File: src/rtl/cfg_idx_port.sv
module cfg_idx_port #(
  parameter int ADDR_W = 16,
  parameter logic [ADDR_W-1:0] IDX_ADDR = 16'h03F0,
  parameter logic [7:0] EN_OFS = 8'h85,
  parameter int EN_BIT = 1
) (
  input  logic              clk,
  input  logic              rst_n,
  input  logic              hcfg_we,
  input  logic [7:0]        hcfg_ofs,
  input  logic [7:0]        hcfg_wdata,
  input  logic [ADDR_W-1:0] io_addr,
  input  logic              io_wr,
  input  logic              io_rd,
  input  logic [7:0]        io_wdata,
  output logic [7:0]        io_rdata
);
  localparam logic [ADDR_W-1:0] DAT_ADDR = IDX_ADDR + 1'b1;
  localparam logic [7:0] EN_MASK = 8'(1 << EN_BIT);
  localparam int HI_N = 32;

  function automatic logic [7:0] rst_val(input int slot);
    case (slot)
      0: rst_val = 8'h3C;
      2: rst_val = 8'h03;
      3: rst_val = 8'hFC;
      6: rst_val = 8'hDE;
      7: rst_val = 8'hFE;
      8: rst_val = 8'hBE;
      default: rst_val = 8'h00;
    endcase
  endfunction

  function automatic logic wr_ok(input logic [4:0] slot, input logic [7:0] d);
    case (slot)
      5'h00, 5'h01, 5'h02, 5'h03, 5'h06,
      5'h0E, 5'h0F, 5'h10, 5'h11, 5'h12,
      5'h14, 5'h16, 5'h18, 5'h1C: wr_ok = 1'b1;
      5'h07: wr_ok = (d == 8'hFE);
      5'h08: wr_ok = (d == 8'hBE);
      default: wr_ok = 1'b0;
    endcase
  endfunction

  logic                 dec_en;
  logic [7:0]           idx_q;
  logic [HI_N-1:0][7:0] regs_q;

  wire hit_idx = dec_en && (io_addr == IDX_ADDR);
  wire hit_dat = dec_en && (io_addr == DAT_ADDR);
  wire idx_wr  = io_wr && hit_idx;
  wire data_wr = io_wr && hit_dat;
  wire rd_hit  = hit_idx || hit_dat;
  wire hi_sel  = (idx_q[7:5] == 3'b111);
  wire [4:0] slot = idx_q[4:0];
  wire [7:0] cur  = hi_sel ? regs_q[slot] : 8'h00;
  wire commit = data_wr && hi_sel && wr_ok(slot, io_wdata);

  always_ff @(posedge clk) begin
    if (!rst_n) dec_en <= 1'b0;
    else if (hcfg_we && hcfg_ofs == EN_OFS) dec_en <= |(hcfg_wdata & EN_MASK);
  end

  always_ff @(posedge clk) begin
    if (!rst_n) idx_q <= 8'h00;
    else if (idx_wr) idx_q <= io_wdata;
  end

  always_ff @(posedge clk) begin
    if (!rst_n) io_rdata <= 8'hFF;
    else if (io_rd) io_rdata <= rd_hit ? cur : 8'hFF;
  end

  for (genvar g = 0; g < HI_N; g++) begin : g_reg
    localparam logic [7:0] RV = rst_val(g);
    always_ff @(posedge clk) begin
      if (!rst_n) regs_q[g] <= RV;
      else if (commit && slot == 5'(g)) regs_q[g] <= io_wdata;
    end
  end
endmodule

File: config.mk
export PLATFORM = sky130hd
export DESIGN_NAME = cfg_idx_port
export DESIGN_NICKNAME = d
export VERILOG_FILES = /design/src/rtl/cfg_idx_port.sv
export SDC_FILE = /design/constraint.sdc
export NUM_CORES = 1
export LEC_CHECK = 0
export ABC_CLOCK_PERIOD_IN_PS = 3500
export CAP_MARGIN = 20
export CELL_PAD_IN_SITES_DETAIL_PLACEMENT = 1
export CELL_PAD_IN_SITES_GLOBAL_PLACEMENT = 1
export CORE_MARGIN = 10
export CORE_UTILIZATION = 51
export CTS_CLUSTER_DIAMETER = 30
export DETAILED_ROUTE_END_ITERATION = 8
export DONT_BUFFER_PORTS = 1
export PLACE_DENSITY = 0.89
export SLEW_MARGIN = 20
export SYNTH_ARGS = -nofsm -noshare
export SYNTH_HDL_FRONTEND = slang
export SYNTH_SLANG_ARGS = --single-unit
File: constraint.sdc
create_clock -name clk -period 3.5 [get_ports clk]
set_input_delay 0.7 -clock clk [delete_from_list [all_inputs] [get_ports clk]]
set_output_delay 0.7 -clock clk [all_outputs]
set_load 0.01 [all_outputs]
==> flow_metrics.tcl, run 1 <==
set metrics [dict create \
    synth_ff_type "dfxtp_1" \
    cellPowerDensity_mw_per_mm2 628 \
    start_util_pct 51.4 \
    place.gp.congestion 0.818 \
    synth_warnings 0 \
    drt_iter0_drc 737 \
    ys_seq_elements 273 \
    slew_viol_final 0 \
    antenna_found_initial 0 \
    hold_viol_final 0 \
    status "finished clean" \
    path_clk_slew_ns 0.06 \
    worst_ep_arrival_time_ns 3.46 \
    yosysUniqueCellTypes 47 \
    seqCellArea_mm2 0.00547 \
    mostFrequentLayoutCell "dfxtp_1" \
    portBuffers 0 \
    grtUsageMet2_pct 42.3 \
    vias_per_cell 6.12 \
    cp-end-kind "flop" \
    use_met3_pct 4.73 \
    grt-busiest-layer "met2" \
    fin_setup_tns_ns 0 \
    maxCapViolCount 0 \
    tightest_slew_ns 1.03 \
    clkLatencyLatePin_ns 0.57 \
    ys_async_sr_fraction_pct 0 \
    cts_tree "yes" \
    use_met1_pct 28.1 \
    skew_ns 0.0231 \
    min_path_type "primary input to flop" \
    cts_setup_buffers 0 \
    clkSinkCount 273 \
    cts_root_buffer "clkbuf_16" \
    syn_avg_cell_area_um2 11.4 \
    ir_drop_mv 0.449 \
    cp_max_fo 13 \
    fillers 2155 \
    rows 54 \
    cp.required_ns 3.96 \
    wire_per_inst_um 27.0 \
    relSlewSlack_pct 31.4 \
    fin_util_pct 61.0 \
    grt_use_total_pct 24.7 \
    htree_levels 2 \
    fmax_mhz 334 \
    antennaDiodeCount 0 \
    crit_path_start_kind "flop" \
    ctsHoldBuffers 0 \
    grt.overflow.total 0 \
    die_h_um 168 \
    crit_top_cell "buf_4" \
    crit_chain "nand2_1 > o21ai_1 > a221oi_4 > buf_4 > nor4b_2 > buf_4 > mux2i_1" \
    drive_above_1_share_pct 19.8 \
    area_growth_pct 18.7 \
    grt_max_degree 270 \
    cts_buffers 50 \
    antenna_left 0 \
    post-route-period-util_pct 85.6 \
    path_class "flop to flop" \
    synth_edf_count 0 \
    p_leak_nw 4.49 \
    hpwlAfterDp_mm 18.8 \
    ios 53 \
    period_needed_ns 3.00 \
    path_delay_family "simple AND/OR/NAND/NOR gates" \
    ys_seq_area_share_pct 49.1 \
    cts_max_path_buffers 3 \
    grt_pass1_vias 8911 \
    grt_first_pass_wirelength_mm 54.9 \
    die_w_um 168 \
    multiInputGateArea_mm2 0.00534 \
    syn_inst 977 \
    grt_setup_unrepaired "no" \
    cpMaxStageDelayCell "dfxtp_1" \
    cp_num_buf_inv 2 \
    slowest_delay_ns 0.74 \
    final_cell_mix "dfxtp_1, mux2i_1, and2_1" \
    fin_nets 1036 \
    synth_nets 1022 \
    core-area_mm2 0.0217 \
    vias 8027 \
    drc 0 \
    drt-total-wl_mm 35.5 \
    cts_resized 0 \
    die-area_mm2 0.0282 \
    netlist_area_mm2 0.0111 \
    first_pass_iters 5 \
    setup_violations 0 \
]
==> sequential cells by signal (all words and copies together), names as in the netlist <==
signal / cells
dec_en: 1
idx_q: 8
io_rdata: 8
regs_q: 256
==> cell families (layout without fill, tap and decap cells) <==
kind of cell	Yosys count	after routing	share of synthesized area [%]
AO/OA/AOI/OAI	65	65	4.55
multiplexers	209	209	24.3
AND/OR/NAND/NOR	351	351	19.0
flip-flops	273	273	49.1
buffers and inverters	79	134	3.10
==> area by class of cell <==
cell class              instances  area share, %
flip-flops and latches        273           41.4
multi-input cells             625           40.4
clock buffers                  58           10.1
clock inverters                35           3.41
well taps                     280           2.65
repair buffers                 35           1.99
inverters                       6          0.170
==> worst register-to-register path: stages, from the launching register on <==
cell	delay, ns
dfxtp_1	0.74
nand2_1	0.39
o21ai_1	0.36
a221oi_4	0.19
buf_4	0.32
nor4b_2	0.36
buf_4	0.29
mux2i_1	0.27
==> per-stage QoR <==
step / power [mW] / worst slack (ns) / std cells / hold slack, ns / area, um^2
after floorplan: 3.24 / 0.752 / 977 / 0.405 / 11100
after global routing: 8.48 / 0.471 / 1312 / 0.286 / 13200
after global placement: 3.23 / 0.478 / 1219 / 0.416 / 11400
after CTS: 8.34 / 0.598 / 1312 / 0.290 / 13200
after detailed placement: 3.23 / 0.393 / 1219 / 0.420 / 11400
final: 8.30 / 0.503 / 1312 / 0.299 / 13200
==> cell usage after synthesis, drive strengths merged, types with 7 or more instances <==
library cell | instances | area [um^2]
dfxtp | 273 | 5470
mux2i | 153 | 1530
and2 | 128 | 801
nand2 | 107 | 402
clkbuf | 50 | 189
mux4 | 48 | 1080
nor2b | 38 | 238
buf | 23 | 134
nor2 | 16 | 60.1
o22ai | 15 | 93.8
nor4 | 14 | 283
or2 | 14 | 87.6
a211o | 13 | 114
a21oi | 12 | 60.1
mux2 | 8 | 90.1
o221ai | 7 | 61.3
==> per-layer routing <==
metal | vias up | wire length [um] | share of wire [%]
li1 | 3468 | - | -
met1 | 4074 | 13600 | 38
met2 | 359 | 17800 | 50
met3 | 126 | 2240 | 6.3
met4 | 0 | 1880 | 5.3
met5 | - | 0 | 0
==> where the power goes <==
group	internal, mW	switching, mW	total [mW]	leakage, nW
combinational	0.0166	0.0413	0.0579	1.44
sequential	3.11	0.00000731	3.11	2.20
clock	3.34	1.79	5.13	0.853
==> final timing paths <==
| kind | from | end | slack [ns] | cells after the start |
|---|---|---|---|---|
| hold / removal | rst_n | regs_q[103]$_SDFFE_PN0P_ | 0.30 | 1 |
| hold reg to reg | regs_q[56]$_SDFFE_PN0P_ | regs_q[56]$_SDFFE_PN0P_ | 0.44 | 2 |
| setup / recovery | idx_q[3]$_SDFFE_PN0P_ | regs_q[137]$_SDFFE_PN0P_ | 0.50 | 7 |
| setup reg to reg | idx_q[3]$_SDFFE_PN0P_ | regs_q[137]$_SDFFE_PN0P_ | 0.50 | 7 |
Note: power is estimated with default switching activity, not from simulation.
==> run 2: changes to the inputs <==
--- a/config.mk
+++ b/config.mk
@@ -9,6 +9,7 @@
 export CAP_MARGIN = 20
 export CELL_PAD_IN_SITES_DETAIL_PLACEMENT = 1
 export CELL_PAD_IN_SITES_GLOBAL_PLACEMENT = 1
+export CORE_ASPECT_RATIO = 0.6
 export CORE_MARGIN = 10
 export CORE_UTILIZATION = 51
 export CTS_CLUSTER_DIAMETER = 30
==> constraint.sdc (replaced) <==
create_clock -name clk -period 3.5 [get_ports clk]
set_input_delay 0.7 -clock clk [delete_from_list [all_inputs] [get_ports clk]]
set_output_delay 0.7 -clock clk [all_outputs]
set_load 0.005 [all_outputs]
==> run 2 against run 1 <==
Effect of this change: count of clock-buffer cells in the layout shrank 9; final area shrank 3.8%; routed wire length shrank 11%; worst setup slack better by 0.25 ns; worst hold slack improved by 0.039 ns; first-iteration DRC count down 23%; clock power decreased by 26%.
==> flow_metrics.tcl, run 2 (synthesis results as in run 1) <==
set metrics [dict create \
    place.gp.congestion 0.791 \
    hold_viol_final 0 \
    critPathCapture "io_rdata[5]$_SDFFE_PN1P_" \
    grt_pass1_vias 8381 \
    cellPowerDensity_mw_per_mm2 547 \
    r2r_slack_ns 0.76 \
    antenna_left 0 \
    relSlewSlack_pct 29.9 \
    period_needed_ns 2.74 \
    fin_setup_tns_ns 0 \
    ir_drop_mv 0.469 \
    die_w_um 211 \
    area_growth_pct 14.2 \
    vias_per_cell 5.96 \
    worst_ep_arrival_time_ns 3.09 \
    clkSinkCount 273 \
    p_leak_nw 4.26 \
    grt_use_total_pct 22.4 \
    path_clk_slew_ns 0.06 \
    drt_iter0_drc 565 \
    grt_setup_unrepaired "no" \
    cp_max_fo 51 \
    timing.rr.start "idx_q[1]$_SDFFE_PN0P_" \
    antennaDiodeCount 0 \
    first_pass_iters 4 \
    tightest_slew_ns 1.05 \
    cts_buffers 35 \
    crit_path_start_kind "flop" \
    setup_violations 0 \
    cts_root_buffer "clkbuf_16" \
    drive_above_1_share_pct 17.2 \
    die-area_mm2 0.0284 \
    grt_max_degree 270 \
    htree_levels 2 \
    antenna_found_initial 0 \
    r2r-end "io_rdata[5]$_SDFFE_PN1P_" \
    clkLatencyLatePin_ns 0.51 \
    die_h_um 134 \
    status "finished clean" \
    final_cell_mix "dfxtp_1, mux2i_1, and2_1" \
    place_ws_ns 0.502 \
    cp.required_ns 3.84 \
    fin_nets 1022 \
    drc 0 \
    drt-total-wl_mm 31.7 \
    core-area_mm2 0.0212 \
    post-route-period-util_pct 78.4 \
    ctsHoldBuffers 0 \
    cp-end-kind "flop" \
    skew_ns 0.0238 \
    cts_resized 0 \
    min_path_type "primary input to flop" \
    cts_tree "yes" \
    portBuffers 0 \
    path_class "flop to flop" \
    setup_ws_ns 0.757 \
    maxCapViolCount 0 \
    fmax_mhz 365 \
    regMostFlops "regs_q" \
    grt.overflow.total 0 \
    cts_setup_buffers 0 \
    grt_first_pass_wirelength_mm 49.8 \
    slew_viol_final 0 \
    rows 41 \
    hpwlAfterDp_mm 19.4 \
    largest_reg_flops 256 \
    r2r_cells 5 \
    vias 7635 \
    crit_start "idx_q[1]$_SDFFE_PN0P_" \
    start_util_pct 52.5 \
    ios 53 \
    top_regs "regs_q x256, idx_q x8, io_rdata x8" \
    cts_max_path_buffers 3 \
    wire_per_inst_um 24.8 \
    mostFrequentLayoutCell "dfxtp_1" \
]
## run 2: changes by cell type in the layout (fill, tap and decap cells not counted), moves of 2 or more
| cell | delta |
|---|---|
| clkbuf_16 | -12 |
| clkinvlp_4 | -7 |
| clkinv_2 | -5 |
| bufinv_16 | -4 |
| inv_6 | -3 |
| buf_12 | +2 |
| clkbuf_8 | +2 |
| clkinv_4 | -2 |
## run 2: critical path, stage by stage (launching register included)
cell	delay [ns]
dfxtp_4	0.59
buf_12	0.36
mux4_2	0.55
a2111oi_0	0.71
a211o_1	0.23
o22ai_1	0.07
## run 2: worst min-delay path by stage
stage / depth (start not counted) / start / endpoint / slack (ns)
floorplan: 1 / regs_q[57]$_SDFFE_PN1P_ / regs_q[57]$_SDFFE_PN1P_ / 0.40
global placement: 2 / regs_q[64]$_SDFFE_PN0P_ / regs_q[64]$_SDFFE_PN0P_ / 0.41
detailed placement: 1 / regs_q[60]$_SDFFE_PN1P_ / regs_q[60]$_SDFFE_PN1P_ / 0.42
CTS: 1 / rst_n / regs_q[74]$_SDFFE_PN0P_ / 0.34
global route: 1 / rst_n / regs_q[98]$_SDFFE_PN0P_ / 0.33
finish: 1 / rst_n / regs_q[98]$_SDFFE_PN0P_ / 0.34
## run 2: per-stage QoR
stage                     util (%)  hold WS (ns)  cells  cell area, um^2  power, mW
after floorplan                  -         0.405    977            11100       3.24
after global placement        54.0         0.413   1219            11500       3.23
after detailed placement      54.0         0.419   1219            11500       3.23
after CTS                     59.9         0.345   1280            12700       7.00
after global routing          59.9         0.329   1280            12700       7.14
final                         59.9         0.338   1280            12700       6.96
## run 2: final cells by class
cell class | count | area, um^2
multi-input combinational | 625 | 5340
clock inverter | 12 | 181
fill | 2143 | 8520
inverter | 6 | 22.5
tap | 279 | 349
clock buffer | 49 | 1060
timing repair buffer | 36 | 295
sequential | 273 | 5470
## run 2: layer usage
metal / vias up / track usage [%] / wire (um)
met1: 3943 / 28.7 / 14000
met3: 52 / 5.34 / 2010
met2: 213 / 37.3 / 15100
met5: - / 0 / 0
met4: 0 / 5.81 / 621
li1: 3427 / - / -
## run 2: power breakdown
part,internal (mW),switching (mW)
registers,3.11,0.00000740
clock network,2.42,1.38
logic,0.0173,0.0397
total,5.54,1.42
==> run 3: changes to the inputs <==
--- a/config.mk
+++ b/config.mk
@@ -5,17 +5,17 @@
 export SDC_FILE = /design/constraint.sdc
 export NUM_CORES = 1
 export LEC_CHECK = 0
-export ABC_CLOCK_PERIOD_IN_PS = 3500
+export ABC_CLOCK_PERIOD_IN_PS = 2500
 export CAP_MARGIN = 20
 export CELL_PAD_IN_SITES_DETAIL_PLACEMENT = 1
 export CELL_PAD_IN_SITES_GLOBAL_PLACEMENT = 1
 export CORE_ASPECT_RATIO = 0.6
 export CORE_MARGIN = 10
-export CORE_UTILIZATION = 51
+export CORE_UTILIZATION = 46
 export CTS_CLUSTER_DIAMETER = 30
 export DETAILED_ROUTE_END_ITERATION = 8
 export DONT_BUFFER_PORTS = 1
-export PLACE_DENSITY = 0.89
+export PLACE_DENSITY = 0.85
 export SLEW_MARGIN = 20
 export SYNTH_ARGS = -nofsm -noshare
 export SYNTH_HDL_FRONTEND = slang
==> constraint.sdc (replaced) <==
create_clock -name clk -period 2.5 [get_ports clk]
set_input_delay 0.5 -clock clk [delete_from_list [all_inputs] [get_ports clk]]
set_output_delay 0.5 -clock clk [all_outputs]
set_load 0.005 [all_outputs]
==> run 3 against run 2 <==
Effect of this change: register-to-register slack worse by 0.67 ns; first-iteration DRC count increased by 16%; final area grew 4.2%; count of clock-buffer cells in the layout shrank 5; flip-flop and latch count unchanged; die area is 9.5% higher; global-route usage is 1.3 points lower; critical path depth increased by 2; largest cell class unchanged; non-clock buffer count up 18; worst hold slack worse by 0.22 ns; sequential share of layout area decreased by 1.7 points.
==> flow_metrics.tcl, run 3 (synthesis results as in run 1) <==
set metrics [dict create \
    grt_use_total_pct 21.1 \
    grt_pass1_vias 8533 \
    period_needed_ns 2.41 \
    p_leak_nw 4.48 \
    mostFrequentLayoutCell "dfxtp_1" \
    cp-end-kind "flop" \
    cpMaxStageDelayCell "dfxtp_2" \
    slew_viol_final 0 \
    fmax_mhz 414 \
    rows 43 \
    status "finished clean" \
    grt_setup_unrepaired "no" \
    ios 53 \
    vias_per_cell 5.70 \
    drt-total-wl_mm 33.4 \
    cp_max_fo 16 \
    drt_iter0_drc 657 \
    r2r-end "regs_q[177]$_SDFFE_PN0P_" \
    cts_setup_buffers 0 \
    min_path_type "primary input to flop" \
    layoutNonFillerInstCount 1348 \
    clkLatencyLatePin_ns 0.53 \
    min_to "regs_q[169]$_SDFFE_PN0P_" \
    drc 0 \
    grt_max_degree 270 \
    cellPowerDensity_mw_per_mm2 782 \
    timing.rr.start "idx_q[2]$_SDFFE_PN0P_" \
    cts_root_buffer "clkbuf_16" \
    hpwlAfterDp_mm 20.2 \
    portBuffers 0 \
    largest_reg_flops 256 \
    htree_levels 2 \
    crit_path_start_kind "flop" \
    grt.overflow.total 0 \
    r2r_cells 7 \
    whs_path_depth 1 \
    die_w_um 221 \
    path_class "flop to flop" \
    ir_drop_mv 0.628 \
    antenna_found_initial 1 \
    hold_start "rst_n" \
    die-area_mm2 0.0310 \
    ctsHoldBuffers 0 \
    r2r_slack_ns 0.09 \
    crit_top_cell "buf_12" \
    cp.required_ns 2.91 \
    final_cell_mix "dfxtp_1, mux2i_1, and2_1" \
    maxCapViolCount 0 \
    grt_first_pass_wirelength_mm 51.9 \
    cts_resized 0 \
    cts_buffers 40 \
    core-area_mm2 0.0235 \
    path_clk_slew_ns 0.06 \
    fin_nets 1045 \
    skew_ns 0.0181 \
    area_growth_pct 18.9 \
    hold_ws_ns 0.116 \
    path_delay_family "flip-flops" \
    cts_max_path_buffers 3 \
    crit_chain "nand2_1 > o21ai_1 > a221oi_4 > buf_12 > nor4_4 > buf_12 > mux2i_1" \
    vias 7681 \
    dp_cells 1273 \
    wire_per_inst_um 24.7 \
    relSlewSlack_pct 42.3 \
    cts_tree "yes" \
    first_pass_iters 5 \
    tightest_slew_ns 0.864 \
    antenna_left 0 \
    post-route-period-util_pct 96.5 \
    clkSinkCount 273 \
    regMostFlops "regs_q" \
    die_h_um 141 \
    start_util_pct 47.5 \
    setup_violations 0 \
    cp_num_buf_inv 2 \
    place.gp.congestion 0.840 \
    slowest_delay_ns 0.59 \
    drive_above_1_share_pct 20.1 \
    top_regs "regs_q x256, idx_q x8, io_rdata x8" \
    worst_ep_arrival_time_ns 2.83 \
    hold_viol_final 0 \
]
[run 3: cell count changes in the layout (fill, tap and decap cells not counted), moves of 2 or more]
| cell | previous run | this run |
|---|---|---|
| clkinvlp_4 | 1 | 3 |
| clkinv_2 | 2 | 8 |
| clkbuf_1 | 4 | 0 |
| clkbuf_16 | 38 | 41 |
| buf_4 | 34 | 37 |
| inv_6 | 1 | 9 |
| clkbuf_8 | 7 | 3 |
| buf_12 | 2 | 16 |
[run 3: routing by layer]
metal / vias to the layer above / share of wire, % / track usage (%)
li1: 3478 / - / -
met2: 255 / 47 / 34.1
met1: 3887 / 45 / 27.2
met5: - / 0 / 0
met3: 61 / 6.2 / 4.99
met4: 0 / 2.4 / 6.71
[run 3: worst register-to-register path, cell delays in order (launching register included)]
cell and delay, ns:
dfxtp_2 0.59, nand2_1 0.18, o21ai_1 0.31, a221oi_4 0.12
buf_12 0.22, nor4_4 0.35, buf_12 0.19, mux2i_1 0.35
[run 3: power breakdown]
group / internal [mW] / total [mW] / switching (mW)
Sequential: 4.35 / 4.35 / 0.00000875
Combinational: 0.0232 / 0.0795 / 0.0563
Clock: 3.66 / 5.93 / 2.27
[run 3: how the worst max path moves through the flow]
stage | end | cells after the start | slack (ns) | start
after global routing | regs_q[177]$_SDFFE_PN0P_ | 7 | 0.0005 | dec_en$_SDFFE_PN0P_
after global placement | regs_q[136]$_SDFFE_PN0P_ | 7 | 0.03 | io_addr[11]
after CTS | regs_q[142]$_SDFFE_PN0P_ | 7 | 0.11 | dec_en$_SDFFE_PN0P_
final | regs_q[177]$_SDFFE_PN0P_ | 7 | 0.09 | idx_q[2]$_SDFFE_PN0P_
after detailed placement | regs_q[136]$_SDFFE_PN0P_ | 7 | -0.11 | io_addr[11]
after floorplan | regs_q[130]$_SDFFE_PN0P_ | 7 | -0.04 | io_addr[11]
[run 3: area by class of cell]
class | instances | area [um^2]
diodes | 1 | 2.50
clock buffers | 44 | 1070
clock inverters | 30 | 338
fillers | 2402 | 10200
inverters | 6 | 22.5
multi-input cells | 625 | 5350
flip-flops and latches | 273 | 5470
well taps | 315 | 394
repair buffers | 54 | 609
[run 3: stage by stage]
step / setup WS [ns] / instance area, um^2 / total power, mW / setup TNS [ns] / util (%)
2_1_floorplan: -0.0428 / 11100 / 4.54 / -2.40 / -
3_3_place_gp: 0.0346 / 11800 / 4.52 / 0 / 50.4
3_5_place_dp: -0.114 / 11800 / 4.52 / -0.710 / 50.4
4_1_cts: 0.110 / 13200 / 10.4 / 0 / 56.4
5_1_grt: 0.000537 / 13200 / 10.7 / 0 / 56.5
6_report: 0.0865 / 13300 / 10.4 / 0 / 56.5
